File: config.mk
export PLATFORM = sky130hd
export DESIGN_NAME = sec_alarm_rtc
export DESIGN_NICKNAME = d
export VERILOG_FILES = /design/src/rtl/rtc_pkg.sv /design/src/rtl/rtc_prescaler.sv /design/src/rtl/rtc_core.sv /design/src/rtl/rtc_rdmux.sv /design/src/rtl/sec_alarm_rtc.sv
export SDC_FILE = /design/constraint.sdc
export NUM_CORES = 1
export LEC_CHECK = 0
export BUFFER_PORTS_ARGS = -buffer_cell sky130_fd_sc_hd__buf_2
export CORE_ASPECT_RATIO = 1.75
export CORE_MARGIN = 5
export CORE_UTILIZATION = 57
export CTS_CLUSTER_SIZE = 16
export DETAILED_ROUTE_END_ITERATION = 10
export GPL_TIMING_DRIVEN = 0
export PLACE_DENSITY = 0.77
export SYNTH_ARGS = -nofsm -noshare
export SYNTH_HDL_FRONTEND = slang
export SYNTH_SLANG_ARGS = --single-unit
File: constraint.sdc
create_clock -name clk_i -period 3.7 [get_ports clk_i]
set_clock_uncertainty 0.05 [all_clocks]
set_input_delay 0.925 -clock clk_i [delete_from_list [all_inputs] [get_ports clk_i]]
set_output_delay 0.925 -clock clk_i [all_outputs]
set_load 0.05 [all_outputs]
File: src/rtl/rtc_pkg.sv
package rtc_pkg;
  localparam int WIN_W = 12;

  localparam logic [WIN_W-1:0] OFS_COUNT = 12'h000;
  localparam logic [WIN_W-1:0] OFS_MATCH = 12'h004;
  localparam logic [WIN_W-1:0] OFS_LOAD  = 12'h008;
  localparam logic [WIN_W-1:0] OFS_CTRL  = 12'h00C;
  localparam logic [WIN_W-1:0] OFS_MASK  = 12'h010;
  localparam logic [WIN_W-1:0] OFS_RAW   = 12'h014;
  localparam logic [WIN_W-1:0] OFS_MIS   = 12'h018;
  localparam logic [WIN_W-1:0] OFS_CLR   = 12'h01C;
  localparam logic [6:0]       ID_PAGE   = 7'h7F;  // addr[11:5] of 0xFE0..0xFFF

  typedef struct packed {
    logic load;
    logic match;
    logic mask;
    logic clear;
  } wr_strb_t;

  function automatic logic [7:0] id_byte(input logic [2:0] idx);
    case (idx)
      3'd0: id_byte = 8'h31;
      3'd1: id_byte = 8'h10;
      3'd2: id_byte = 8'h14;
      3'd3: id_byte = 8'h00;
      3'd4: id_byte = 8'h0D;
      3'd5: id_byte = 8'hF0;
      3'd6: id_byte = 8'h05;
      default: id_byte = 8'hB1;
    endcase
  endfunction
endpackage

File: src/rtl/rtc_prescaler.sv
module rtc_prescaler #(
  parameter int TICK_DIV = 100_000_000
) (
  input  logic clk_i,
  input  logic rst_ni,
  output logic tick_o
);
  localparam int DIV_W = (TICK_DIV > 2) ? $clog2(TICK_DIV) : 1;
  localparam logic [DIV_W-1:0] DIV_LAST = DIV_W'(TICK_DIV - 1);

  logic [DIV_W-1:0] div_q;

  assign tick_o = (div_q == DIV_LAST);

  always_ff @(posedge clk_i or negedge rst_ni) begin
    if (!rst_ni)     div_q <= '0;
    else if (tick_o) div_q <= '0;
    else             div_q <= div_q + 1'b1;
  end
endmodule

File: src/rtl/rtc_core.sv
module rtc_core
  import rtc_pkg::*;
#(
  parameter int DATA_W = 32
) (
  input  logic              clk_i,
  input  logic              rst_ni,
  input  logic              tick_i,
  input  wr_strb_t          wr_i,
  input  logic [DATA_W-1:0] wdata_i,
  output logic [DATA_W-1:0] count_o,
  output logic [DATA_W-1:0] match_o,
  output logic [DATA_W-1:0] load_o,
  output logic              mask_o,
  output logic              raw_o
);
  logic [DATA_W-1:0] count_q, match_q, load_q;
  logic [DATA_W-1:0] count_d, match_d;
  logic              mask_q, raw_q;
  logic              hit_set;

  // load beats tick
  always_comb begin
    if (wr_i.load)   count_d = wdata_i;
    else if (tick_i) count_d = count_q + 1'b1;
    else             count_d = count_q;
    match_d = wr_i.match ? wdata_i : match_q;
    hit_set = (tick_i | wr_i.load | wr_i.match) && (count_d == match_d);
  end

  always_ff @(posedge clk_i or negedge rst_ni) begin
    if (!rst_ni) begin
      count_q <= '0;
      match_q <= '0;
      load_q  <= '0;
      mask_q  <= 1'b0;
      raw_q   <= 1'b0;
    end else begin
      count_q <= count_d;
      match_q <= match_d;
      if (wr_i.load) load_q <= wdata_i;
      if (wr_i.mask) mask_q <= wdata_i[0];
      // set beats clear
      if (hit_set)                        raw_q <= 1'b1;
      else if (wr_i.clear && wdata_i[0])  raw_q <= 1'b0;
    end
  end

  assign count_o = count_q;
  assign match_o = match_q;
  assign load_o  = load_q;
  assign mask_o  = mask_q;
  assign raw_o   = raw_q;
endmodule

File: src/rtl/rtc_rdmux.sv
module rtc_rdmux
  import rtc_pkg::*;
#(
  parameter int DATA_W = 32
) (
  input  logic [WIN_W-1:0]  addr_i,
  input  logic [DATA_W-1:0] count_i,
  input  logic [DATA_W-1:0] match_i,
  input  logic [DATA_W-1:0] load_i,
  input  logic              mask_i,
  input  logic              raw_i,
  output logic [DATA_W-1:0] rdata_o
);
  always_comb begin
    rdata_o = '0;
    if (addr_i[WIN_W-1:5] == ID_PAGE && addr_i[1:0] == 2'b00) begin
      rdata_o = DATA_W'(id_byte(addr_i[4:2]));
    end else begin
      case (addr_i)
        OFS_COUNT: rdata_o = count_i;
        OFS_MATCH: rdata_o = match_i;
        OFS_LOAD:  rdata_o = load_i;
        OFS_CTRL:  rdata_o = DATA_W'(1);
        OFS_MASK:  rdata_o = DATA_W'(mask_i);
        OFS_RAW:   rdata_o = DATA_W'(raw_i);
        OFS_MIS:   rdata_o = DATA_W'(raw_i & mask_i);
        default:   rdata_o = '0;
      endcase
    end
  end
endmodule

File: src/rtl/sec_alarm_rtc.sv
module sec_alarm_rtc
  import rtc_pkg::*;
#(
  parameter int DATA_W   = 32,
  parameter int TICK_DIV = 100_000_000
) (
  input  logic              clk_i,
  input  logic              rst_ni,
  input  logic              psel_i,
  input  logic              penable_i,
  input  logic              pwrite_i,
  input  logic [11:0]       paddr_i,
  input  logic [DATA_W-1:0] pwdata_i,
  output logic [DATA_W-1:0] prdata_o,
  output logic              irq_o
);
  logic              tick;
  logic              wr_en;
  wr_strb_t          wr_strb;
  logic [DATA_W-1:0] count_q, match_q, load_q;
  logic              mask_q, raw_q;

  assign wr_en = psel_i & penable_i & pwrite_i;

  always_comb begin
    wr_strb.load  = wr_en && (paddr_i == OFS_LOAD);
    wr_strb.match = wr_en && (paddr_i == OFS_MATCH);
    wr_strb.mask  = wr_en && (paddr_i == OFS_MASK);
    wr_strb.clear = wr_en && (paddr_i == OFS_CLR);
  end

  rtc_prescaler #(.TICK_DIV(TICK_DIV)) u_presc (
    .clk_i  (clk_i),
    .rst_ni (rst_ni),
    .tick_o (tick)
  );

  rtc_core #(.DATA_W(DATA_W)) u_core (
    .clk_i   (clk_i),
    .rst_ni  (rst_ni),
    .tick_i  (tick),
    .wr_i    (wr_strb),
    .wdata_i (pwdata_i),
    .count_o (count_q),
    .match_o (match_q),
    .load_o  (load_q),
    .mask_o  (mask_q),
    .raw_o   (raw_q)
  );

  rtc_rdmux #(.DATA_W(DATA_W)) u_rdmux (
    .addr_i  (paddr_i),
    .count_i (count_q),
    .match_i (match_q),
    .load_i  (load_q),
    .mask_i  (mask_q),
    .raw_i   (raw_q),
    .rdata_o (prdata_o)
  );

  assign irq_o = raw_q & mask_q;
endmodule

### Word-level counts from Yosys, hierarchy flattened

Cells that the tools add are included.

* output and inout port bits: 33
* bits of input ports: 49
* word-level logic and storage cells: 50
* register bits: 125

* $add $sub $neg: 2
* reductions and logical operators: 11
* equality and inequality tests: 16
* mux-type cells: 9
* bitwise gates (word level): 6

Operators with widths (number)
* 32-bit case mux with 7 select lines: 1
* 32-bit two-way mux: 4
* 8-bit case mux with 7 select lines: 1
* 12-bit by 5-bit == test with 1-bit output (second input constant): 4
* 32-bit by 1-bit adder with 32-bit output (second input constant): 1
* 32-bit == test: 1
* 27-bit by 1-bit adder with 27-bit output (second input constant): 1
* 27-bit == test (second input constant): 1
* 27-bit two-way mux: 1
* 12-bit by 4-bit == test with 1-bit output (second input constant): 2
* 12-bit by 3-bit == test with 1-bit output (second input constant): 1
* 12-bit logical NOT: 1
* 3-bit == test (second input constant): 3
* 7-bit == test (second input constant): 1
* 1-bit logical AND: 7
* 3-bit by 2-bit == test with 1-bit output (second input constant): 2
* 1-bit bitwise AND: 4
* 3-bit by 1-bit == test with 1-bit output (second input constant): 1
* 3-bit logical NOT: 1
* 2-bit logical NOT: 1
* 1-bit two-way mux: 2
* 1-bit bitwise OR: 2
* 2-bit nonzero test: 1

### Longest topological paths before layout

Gate-level depths: netlist of the first run.

* depth in word-level cells: 7
* gate-level depth with buffers: 13
* gate-level depth less buffers: 10

### Cells and area by module

A second synthesis of the first run with hierarchy kept.

* cell total of the unflattened synthesis: 720
* area, all modules: 7220.7 um^2

Modules (own cells, without submodules)
* rtc_core: instances 1, cells an instance 458, area an instance 4982.3 um^2, seq. area each 2452.4 um^2
* rtc_prescaler: instances 1, cells an instance 134, area an instance 1332.5 um^2, seq. area each 675.6 um^2
* rtc_rdmux: instances 1, cells an instance 115, area an instance 795.8 um^2, seq. area each 0.0 um^2
* sec_alarm_rtc: instances 1, cells an instance 13, area an instance 110.1 um^2, seq. area each 0.0 um^2

### Worst setup path before layout of the first run

No wires, ideal clock.

* kind: input to output
* from: in paddr_i[6]
* to: out prdata_o[3]
* path slack: -0.760 ns
* stages on the path: 8
* buffers on the path: 1
* data arrival time: 3.485 ns
* data required time: 2.725 ns
* cell sequence: nor4_1 -> nand3_1 -> clkbuf_1 -> nor2_1 -> nand2_1 -> a21oi_1 -> a31oi_1 -> o21ai_0

* cells in the longest elaborated chain, start to end: 3
* elaborated cells between the ends (all ways): 11
* classes of those cells: 7 x eq/ne; 2 x mux; 2 x reduce/logical

Ends and longest elaborated chain
* start, declared: RTL line sec_alarm_rtc.sv:12 `input logic [11:0] paddr_i,`
* 12-bit by 5-bit == test with 1-bit output (tied with other cells): RTL line rtc_rdmux.sv:19 `case (addr_i)`
* 32-bit case mux with 7 select lines or 1-bit logical AND (tied branches): RTL line rtc_rdmux.sv:19, rtc_rdmux.sv:16
* 32-bit two-way mux *: RTL line rtc_rdmux.sv:16 `if (addr_i[WIN_W-1:5] == ID_PAGE && addr_i[1:0] == 2'b00) begin`
* end, declared: RTL line sec_alarm_rtc.sv:14 `output logic [DATA_W-1:0] prdata_o,`

Mark *: on every way between the ends. The rest lies on a longest branch, timed or not.

### Worst setup path after layout of the first run

* from: in paddr_i[3]
* to: out prdata_o[21]

* cells in the longest elaborated chain, start to end: 3
* elaborated cells between the ends (all ways): 9
* classes of those cells: 6 x eq/ne; 2 x mux; 1 x reduce/logical

Ends and longest elaborated chain (RTL line)
* 12-bit by 5-bit == test with 1-bit output (tied with other cells): rtc_rdmux.sv:19
* 32-bit case mux with 7 select lines *: rtc_rdmux.sv:19
* 32-bit two-way mux *: rtc_rdmux.sv:16

Marked as above.

==> results of run 1 <==
final cells by class:
type | count | area (um2) | area share
clock buffers | 18 | 429 | 0.0470
well taps | 168 | 210 | 0.0230
clock inverters | 14 | 193 | 0.0211
plain buffers | 40 | 243 | 0.0266
multi-input cells | 635 | 4190 | 0.459
flip-flops and latches | 125 | 3140 | 0.344
inverters | 25 | 93.8 | 0.0103
repair buffers | 101 | 636 | 0.0696
worst max-delay path: stages:
cell and delay, ps:
sky130_fd_sc_hd__clkbuf_1 330, sky130_fd_sc_hd__nor2b_1 300, sky130_fd_sc_hd__clkbuf_2 350, sky130_fd_sc_hd__clkbuf_2 340, sky130_fd_sc_hd__a21oi_1 140, sky130_fd_sc_hd__nor2_2 80, sky130_fd_sc_hd__buf_2 260
kinds of logic (layout without fill, tap and decap cells):
logic type	after synthesis	in the layout	synth area share
compound gates	132	132	0.111
xor+xnor	65	65	0.0785
fa+ha+maj	2	2	0.00345
buf+inv	71	198	0.0385
flops	125	125	0.431
mux	57	57	0.0828
simple gates	379	379	0.254
synthesized netlist by cell type (all sizes together) (2+ instances only):
master	number
mux2	24
a221oi	2
nand2b	2
a31oi	13
or2	2
inv	25
o31ai	12
and2	2
o41ai	2
a2bb2oi	2
ha	2
nor2	107
xnor2	38
a2111oi	3
nor2b	3
dfrtp	125
o211ai	5
nor3	13
mux2i	33
nand4	24
nand3	35
and4b	2
and4	7
and3	9
nor4	19
clkbuf	30
or4	11
o22ai	4
nor4b	4
or3	7
nand2	122
a211o	2
or4b	3
xor2	27
nand4b	3
buf	16
o21a	2
o21ai	30
a21oi	47
worst min-delay path by stage:
| stage | from | end | slack [ps] | depth (start not counted) |
|---|---|---|---|---|
| 3_5_place_dp | u_core.load_o[18] | u_core.load_o[18] | 410 | 2 |
| 3_3_place_gp | u_core.load_o[14] | u_core.load_o[14] | 400 | 2 |
| 4_1_cts | rst_ni | u_core.mask_o | 380 | 1 |
| 5_1_grt | rst_ni | u_core.mask_o | 400 | 1 |
| 2_1_floorplan | u_core.load_o[0] | u_core.load_o[0] | 390 | 2 |
| 6_report | rst_ni | u_core.mask_o | 370 | 1 |
power breakdown:
part	internal, mW	switching, mW	total, mW
sequential	1.37	0.00158	1.37
clock	1.13	0.667	1.80
combinational	0.0578	0.127	0.185
total	2.56	0.796	3.35
registers in the layout, indices dropped and copies added (netlist names):
name / flops
u_core.load_o: 32
u_core.count_o: 32
u_core.raw_o: 1
u_core.mask_o: 1
u_presc.div_q: 27
u_core.match_o: 32
timing repair:
item | 4_1_cts | 5_1_grt
resized for setup | 61 | 39
pin swaps | 5 | 9
setup buffers | 7 | 13
hold endpoints to repair | 0 | 0
endpoints found under the setup margin | 33 | 27
metal layers:
metal	vias up	GRT usage
met4	0	0.263
met5	-	0
met3	150	0.0662
met2	451	0.561
li1	3165	-
met1	3431	0.358
per-stage QoR:
step	cells	TNS, ps
after floorplan	831	-523
after global placement	1078	-27190
after detailed placement	1080	-19530
after CTS	1114	0
after global routing	1126	-693
final	1126	-34.4
==> summary by stage, run 1 <==
Route
Detailed routing placed a total of 1900 um of wire on met3. The count of TritonRoute iterations in the first routing pass is 5. Once detail routing completed, the nets flagged for antenna violations numbered 0.

The number of violations reported at the end of detailed-routing iteration 0 is 622. In the detailed route, the total length drawn on met2 is 12900 um. The highest metal layer with signal wires is met4. The vias per cell is 6.39. The length of routed wiring on met1 is 8490 um.

Summed over all layers, the routed wires come to 25400 um. For this run, design rule violations remaining after detail routing come to 0. The routed layout has 7197 vias. The average routed wire per standard cell is 22.6 um.

Critical path
The worst setup path category is in2out. The required arrival time at the worst endpoint is 2720 ps. The capture point of the worst reg-to-reg path is u_core.raw_o. Setup slack on the worst reg-to-reg path comes out at 20 ps.

The worst setup path is launched from an input pin. In this run the worst setup path terminates at prdata_o[21]. The kind of end point of the critical path is a primary output.

The endpoint arrival time on the critical path is 2740 ps. The most critical setup path has its startpoint at paddr_i[3]. The number of cells on the worst reg-to-reg path is 13.

The largest fanout of any net on the critical path is 10. The startpoint identified for the worst register-to-register timing path is u_presc.div_q[0].

Final layout
The number of diodes added for antenna fixing is 0. The share of layout cells above drive strength 1 is 0.263. At the end of the flow the core is filled with cells to 0.730. The library cells used most frequently in the layout, excluding fill and tap cells, are 121 x sky130_fd_sc_hd__nand2_1, 118 x sky130_fd_sc_hd__dfrtp_1, 85 x sky130_fd_sc_hd__nor2_1. The filler cells instantiated in the layout total 973. The most common library cell in the layout ignoring fill and taps is sky130_fd_sc_hd__nand2_1.

After the last flow step, the layout net total stands at 996. After routing the design area is 9130 um2. Relative to the synthesized area, the layout overhead comes to 25.9%.

STA
The total count of hold-check failures in the final report is 0. The max-slew violation count was 0. In the finished design, the share of the clock period the worst path needs comes to 1.00. The fmax is 269 MHz. The final count of negative-setup-slack endpoints is 5. The final critical-path required period is 3710 ps. Setup repair after global routing could not meet its margin everywhere.

After layout, the worst setup slack is -13.5 ps. The worst hold slack is 367 ps. The worst-margin pin slew is 887 ps.

The worst relative slew slack is 0.408.

Floorplan
The effective utilization at floorplan is 0.580. The number of ports placed on the die boundary is 82. The overall die area is 15200 um2. The die is 159 um tall.

The area of the placeable core is 12500 um2. Row generation in the floorplan step produced 54 rows. The die is 95.3 um wide.

Synth
Yosys attributes the largest share of cell area to sky130_fd_sc_hd__dfrtp_1 43%, sky130_fd_sc_hd__nand2_1 6.3%, sky130_fd_sc_hd__nor2_1 5.5%. Counting every net in the synthesized netlist gives 882. The count of yosys warnings during synthesis is 0. Among all flip-flop cells after synthesis, the most frequent one is sky130_fd_sc_hd__dfrtp_1.

The share of synthesized area in the top cell type comes to 0.431. Synthesis instantiated 59 different standard cells from the library. After synthesis the netlist holds a flip-flop and latch count of 125. For this run, the register share of the synthesized area comes to 0.431. The mean instance size in the synthesized netlist is 8.73 um2. Yosys mapped a number of flops with a built-in enable equal to 0. The post-synthesis instance total is 831. The biggest area contributor in the post-synthesis netlist is sky130_fd_sc_hd__dfrtp_1. The mapped cell area is 7250 um2. Counting flops with an async set or reset pin after synthesis yields a share of 1.00.

Flow run
The reported max-cap violation count is 0.

Clock tree
Clock tree synthesis inserted a total of 17 buffers. The clock latency on the worst-skew pair is 430 ps. The TritonCTS clock tree is built. After clock tree synthesis, the flow added hold-fix buffers numbering 0. The clock slew seen by the registers of the worst setup and hold paths is 60 ps. The tree is rooted in a sky130_fd_sc_hd__clkbuf_16. The deepest clock path buffer count is 2. The H-tree was split into 4 levels. The clock net in this run drives a total of 125 sinks.

GRT
The total routing usage reported by global routing is 0.336. The via count of the first global-routing pass is 7264. Entering global routing, the biggest net connects 81 pins. The sum of overflow across all layers after global routing is 0. The number of antenna violations at the first check in global routing is 0. The global-route wire length before repair is 38400 um.

Outcome
The flow ran to the end, but the final reports show violations. The checks that failed: negative setup slack.

Place
The worst slack after detailed placement is -781 ps. The final weighted congestion in routability-driven placement is 0.989. The HPWL after detailed placement is 17500 um. The total placed instance area is 8020 um2. During placement, the flow inserted port buffers numbering 79.

Min path
The classification of the worst-slack hold path is in2async.

Power
The power density over the cells is 367 nW/um2. Power comes to 3.35 mW. Summed over all cells, the static leakage comes to 4.14 nW. The highest ir drop seen on vdd is 0.375 mV.
Note: power is estimated with default switching activity, not from simulation.
==> run 2: changes to the inputs <==
- CTS_BUF_LIST: default -> sky130_fd_sc_hd__clkbuf_8
- CTS_CLUSTER_SIZE: 16 -> default
==> summary by stage, run 2 (same netlist as run 1, synthesis figures left out) <==
STA
The fmax is 275 MHz. Of the available clock period, the critical path in the final layout requires 0.984. The max-slew violation count was 0. Setup slack closes at 57.8 ps.

Setup violations remaining at the end of the flow were counted as 0. The final critical-path required period is 3640 ps. The worst-margin pin slew is 878 ps. Setup total negative slack on the finished layout was measured at 0 ps.

The total count of hold-check failures in the final report is 0. Setup repair after global routing could not meet its margin everywhere. Hold timing on the final database bottoms out at a slack of 320 ps. Headroom to the max-slew limit came out at 0.414.

Critical path
Along the worst path, the maximum fanout reaches 10. The endpoint arrival time on the critical path is 3950 ps. The kind of end point of the critical path is a register.

The worst setup path category is in2reg. Data on the critical path is required at its endpoint by 4010 ps. STA classifies the critical path startpoint as an input pin.

Min path
The tightest min-delay check is of the in2async type.

Power
VDD sags by at most 0.356 mV. The power density over the cells is 322 nW/um2. The standby leakage power is 4.05 nW.

Route
Summing over every cut layer, the via total after detailed routing is 7090. The number of violations reported at the end of detailed-routing iteration 0 is 545. The pre-antenna-repair detailed-routing pass consisted of 5 iterations. The vias per cell is 6.32. In the final routed layout, each cell accounts on average for 22.1 um. Signal routing reaches up to met4. Wires add up to 24800 um. The length of routed wiring on met1 is 8710 um. The met2 wire length is 12600 um. The detailed-routed wire length on met3 is 1550 um. The count of unresolved DRC violations after routing is 0.

The number of antenna-violating nets in the routed design is 0.

Place
Summed over all nets, the half-perimeter wirelength after detailed placement is 17500 um. The final weighted congestion in routability-driven placement is 0.989. The count of input and output buffers is 79.

The worst slack after detailed placement is -781 ps.

Floorplan
The die covers 15200 um2. The area of the placeable core is 12500 um2. Measured along the x axis, the die boundary spans 95.3 um. For this configuration, the core starts out at a cell density of 0.580. The overall die height is 159 um.

The placement row count is 54. For this design the top-level I/O count stands at 82.

Clock tree
The number of hold buffers added after cts is 0. The deepest clock path buffer count is 2. The clock latency on the worst-skew pair is 470 ps. The clock slew seen by the registers of the worst setup and hold paths is 90 ps. TritonCTS built the clock tree. Buffers inserted during clock tree synthesis total 17.

The clock net in this run drives a total of 125 sinks. The number of H-tree levels is 4. The tree is rooted in a sky130_fd_sc_hd__clkbuf_8.

GRT
For this run, the total global-route usage over all layers was measured as 0.329. The global-route wire length before repair is 37500 um. The via count of the first global-routing pass is 7076.

The sum of overflow across all layers after global routing is 0. The maximum number of pins on one net before global-route repair is 81. The number of antenna violations at the first check in global routing is 0.

Outcome
The run finished with clean final reports.

Final layout
The area growth from synthesis to layout is 23.5%. Leaving out fill and tap cells, the most frequent cell in the layout is sky130_fd_sc_hd__nand2_1. At the end of the flow, the number of nets in the layout was 992.

The number of diodes added for antenna fixing is 0. The library cells used most frequently in the layout, excluding fill and tap cells, are 121 x sky130_fd_sc_hd__nand2_1, 115 x sky130_fd_sc_hd__dfrtp_1, 85 x sky130_fd_sc_hd__nor2_1. The footprint of the flip-flops and latches is 3140 um2. The area of the multi-input gates is 4220 um2. Of the cells placed in the final design, the portion with a size suffix greater than 1 is 0.273. Counting the fill cells in the layout gives 1000.

Flow run
Across the run, the number of max-cap violations was 0.
[run 2: metal layers]
layer  track usage  vias to the layer above
li1              -                     3160
met1         0.362                     3435
met2         0.561                      365
met3        0.0582                      130
met4         0.216                        0
met5             0                        -
[run 2: cell type report]
type	count	share of cell area
buffer	39	0.0271
clock buffer	17	0.0261
sequential	125	0.351
clock inverter	15	0.0219
timing repair buffer	98	0.0693
multi-input combinational	635	0.471
inverter	25	0.0105
tap	168	0.0235
[run 2: path summary, 6_finish.rpt]
| kind | startpoint | to | slack, ps | cells past startpoint |
|---|---|---|---|---|
| max | paddr_i[7] | u_core.raw_o | 60 | 12 |
| min | rst_ni | u_core.mask_o | 320 | 1 |
| max reg2reg | u_core.count_o[0] | u_core.raw_o | 70 | 10 |
| min reg2reg | u_core.load_o[21] | u_core.load_o[21] | 430 | 2 |
| max in group asynchronous | rst_ni | u_presc.div_q[19] | 2500 | 2 |
| min in group clk_i | u_core.load_o[21] | u_core.load_o[21] | 430 | 2 |
[run 2: where the power goes]
group | leakage, nW | internal (mW) | total, mW | switching, mW
registers | 1.55 | 1.37 | 1.37 | 0.00159
clock network | 0.214 | 0.732 | 1.33 | 0.599
logic | 2.28 | 0.0581 | 0.183 | 0.125
total | 4.05 | 2.16 | 2.88 | 0.725
[run 2: through the flow]
step	utilization	power [mW]	area [um2]	instances
after CTS	0.693	2.88	8660	1114
after detailed placement	0.642	1.56	8020	1080
after floorplan	-	1.47	7370	831
after global routing	0.717	2.96	8960	1122
after global placement	0.638	1.56	7970	1078
final	0.717	2.88	8960	1122
[run 2: repair_timing]
item / 4_1_cts / 5_1_grt
buffers inserted: 6 / 11
cloned: 0 / 0
pin swaps: 4 / 11
gates resized for setup: 55 / 59
endpoints found under the setup margin: 33 / 27
[run 2: worst max-delay path, cell delays in order]
cell,delay (ps)
sky130_fd_sc_hd__buf_2,120
sky130_fd_sc_hd__or4_4,580
sky130_fd_sc_hd__or4_4,600
sky130_fd_sc_hd__clkbuf_4,250
sky130_fd_sc_hd__buf_2,220
sky130_fd_sc_hd__nor2_1,150
sky130_fd_sc_hd__nor2_1,50
sky130_fd_sc_hd__o21ai_1,140
sky130_fd_sc_hd__nand4_1,200
sky130_fd_sc_hd__a2111oi_2,250
sky130_fd_sc_hd__nand4_1,170
sky130_fd_sc_hd__o31ai_1,290
==> run 3: changes to the inputs <==
- PLACE_DENSITY: 0.77 -> 0.78
- clock period: 3.7 -> 4 ns (I/O delays scaled with it)
==> summary by stage, run 3 (same netlist as run 1, synthesis figures left out) <==
Clock tree
For the worst-skew pair, the clock arrives at the later sink with an insertion delay of 470 ps. The CTS sink count is 125. The number of buffers created by CTS is 17. After clock tree synthesis, the clock-pin slew on the worst setup and hold paths is 80 ps. The tree is rooted in a sky130_fd_sc_hd__clkbuf_8. The number of H-tree levels is 4.

The longest clock path from root to sink contains 2 buffers. TritonCTS built the clock tree.

STA
The worst-margin pin slew is 975 ps. Setup violations remaining at the end of the flow were counted as 0. The final cycle utilization of the critical path is 0.993.

The setup TNS is 0 ps. Headroom to the max-slew limit came out at 0.348. The fmax is 252 MHz. The total count of hold-check failures in the final report is 0. Counting I/O delays and the setup requirement, the final critical path takes 3970 ps. Setup repair after global routing could not meet its margin everywhere. The max-slew violation count is 0. Across all hold checks on the routed design, the worst slack comes to 328 ps.

Critical path
The launching point of the worst reg2reg path is u_core.count_o[4]. Data arrives at the worst endpoint at 4300 ps. The biggest cell delay along the critical path is 580 ps. The launch point of the worst path is paddr_i[6]. The most critical setup path has its endpoint at u_core.raw_o.

The endpoint identified for the worst register-to-register timing path is u_core.raw_o. Counting stages on the worst path, the most repeated cell is sky130_fd_sc_hd__or4b_1. Measured in cells, the most critical reg-to-reg path has a length of 10. The worst register-to-register path has a setup slack of 160 ps. The largest fanout of any net on the critical path is 10.

STA classifies the critical path startpoint as an input pin. STA classifies the critical path endpoint as a register. The worst setup path category is in2reg.

At the worst endpoint, the required time is 4320 ps. Walking the worst path, the cells encountered are buf_2 -> or4b_1 -> nor4_4 -> buf_6 -> mux2i_1 -> a2bb2oi_1 -> nand4_1 -> a21bo_1 -> or4b_1 -> o31ai_1. The master of the slowest instance on the critical path is sky130_fd_sc_hd__or4b_1.

Place
The number of placed instances, taps included, is 1080. The placed instances occupy a cell area of 7920 um2. The count of input and output buffers is 79.

The final weighted congestion in routability-driven placement is 1.02. The detailed-placement wirelength estimate is 17600 um.

Route
The count of unresolved DRC violations after routing is 1. For this run, the detailed router's first-pass iteration total came to 8. The total via count after detailed routing is 7049. Summed over all layers, the routed wires come to 24300 um. In this run, the number of DRC markers left after iteration 0 of detailed routing was 730. The average routed wire per standard cell is 21.8 um. The detail route stage leaves a number of antenna-violating nets equal to 0. Using the TritonRoute via totals, the vias-per-cell ratio works out to 6.34.

Power
The analysis attributes to cell leakage a power of 3.86 nW. Across the VDD grid, the largest voltage drop is 0.230 mV. The power density over the cells is 305 nW/um2.

Floorplan
The placement row count is 54. The effective utilization at floorplan is 0.580. The floorplan step set the die width to 95.3 um. In this run the vertical extent of the chip is 159 um.

The die covers 15200 um2. The number of ports placed on the die boundary is 82. The total area inside the core boundary comes to 12500 um2.

Final layout
In the final design database the tool counted 981 nets. The share of layout cells above drive strength 1 is 0.192. Leaving out fill and tap cells, the most frequent cell in the layout is sky130_fd_sc_hd__dfrtp_1. In the layout the commonest cells are 125 x sky130_fd_sc_hd__dfrtp_1, 121 x sky130_fd_sc_hd__nand2_1, 105 x sky130_fd_sc_hd__nor2_1.

The count of cells in the finished layout, fillers not included, comes to 1111. After routing the design area is 8470 um2. The post-synthesis to final-layout area growth is 16.8%. The number of diodes added for antenna fixing is 0.

Fill cells in the final layout number 1066.

GRT
The via count of the first global-routing pass is 6973. Entering global routing, the biggest net connects 101 pins. The sum of overflow across all layers after global routing is 0. The global-route wire length before repair is 37100 um. Across every metal layer, demand over resource in global routing totals 0.325. The number of antenna violations at the first check in global routing is 0.

Outcome
The flow ran to the end, but the final reports show violations. The final reports fail on design-rule violations.

Min path
In this run the worst hold path is classified as in2async.

Flow run
The reported max-cap violation count is 0.
## run 3: changes by cell type in the layout (fill, tap and decap cells not counted), moves of 4 or more
| cell | previous run | this run |
|---|---|---|
| sky130_fd_sc_hd__nor2_2 | 21 | 1 |
| sky130_fd_sc_hd__nor2_1 | 85 | 105 |
| sky130_fd_sc_hd__clkbuf_1 | 10 | 14 |
| sky130_fd_sc_hd__buf_6 | 9 | 2 |
| sky130_fd_sc_hd__dfrtp_2 | 10 | 0 |
| sky130_fd_sc_hd__dfrtp_1 | 115 | 125 |
| sky130_fd_sc_hd__buf_4 | 17 | 10 |
## run 3: metal layers
layer	part of all wire	vias to the layer above	GRT usage
met5	0	-	0
met1	0.35	3408	0.365
met3	0.075	125	0.0648
met4	0.072	0	0.216
met2	0.50	366	0.542
li1	-	3150	-
## run 3: metrics by stage
| stage | util | setup WS, ps | power [mW] |
|---|---|---|---|
| floorplan | - | -239 | 1.35 |
| global placement | 0.631 | -852 | 1.44 |
| detailed placement | 0.634 | -864 | 1.45 |
| CTS | 0.670 | 5.32 | 2.57 |
| global route | 0.677 | -18.7 | 2.65 |
| finish | 0.677 | 27.4 | 2.58 |
## run 3: area by class of cell
type | count | area (um2) | area share
Buffer | 39 | 188 | 0.0222
Clock buffer | 18 | 248 | 0.0293
Clock inverter | 14 | 153 | 0.0180
Inverter | 25 | 93.8 | 0.0111
Multi-Input combinational cell | 635 | 3960 | 0.467
Sequential cell | 125 | 3130 | 0.369
Tap cell | 168 | 210 | 0.0248
Timing Repair Buffer | 87 | 489 | 0.0578
## run 3: critical path: cells and delay by family
family / cells / cell delay (ps)
simple gates: 4 / 1710
buf+inv: 2 / 370
mux: 1 / 550
compound gates: 3 / 670
## run 3: worst min path at each step
| stage | start | endpoint | slack, ps | cells after the start |
|---|---|---|---|---|
| final | rst_ni | u_core.load_o[3] | 330 | 1 |
| after global routing | rst_ni | u_core.load_o[3] | 360 | 1 |
| after CTS | rst_ni | u_core.load_o[3] | 340 | 1 |
| after detailed placement | u_core.load_o[0] | u_core.load_o[0] | 410 | 2 |
| after global placement | u_core.load_o[14] | u_core.load_o[14] | 400 | 2 |
| after floorplan | u_core.load_o[0] | u_core.load_o[0] | 390 | 2 |
## run 3: power by group
| group | internal [mW] | total (mW) | switching (mW) |
|---|---|---|---|
| combinational | 0.0506 | 0.163 | 0.112 |
| sequential | 1.26 | 1.27 | 0.00140 |
| clock | 0.620 | 1.15 | 0.529 |
## run 3: repair_timing
item | CTS | global route
endpoints found under the setup margin | 33 | 27
buffers inserted | 1 | 5
gates resized for setup | 21 | 25
hold buffers | 0 | 0
pin swaps | 1 | 3
hold endpoints to repair | 0 | 0
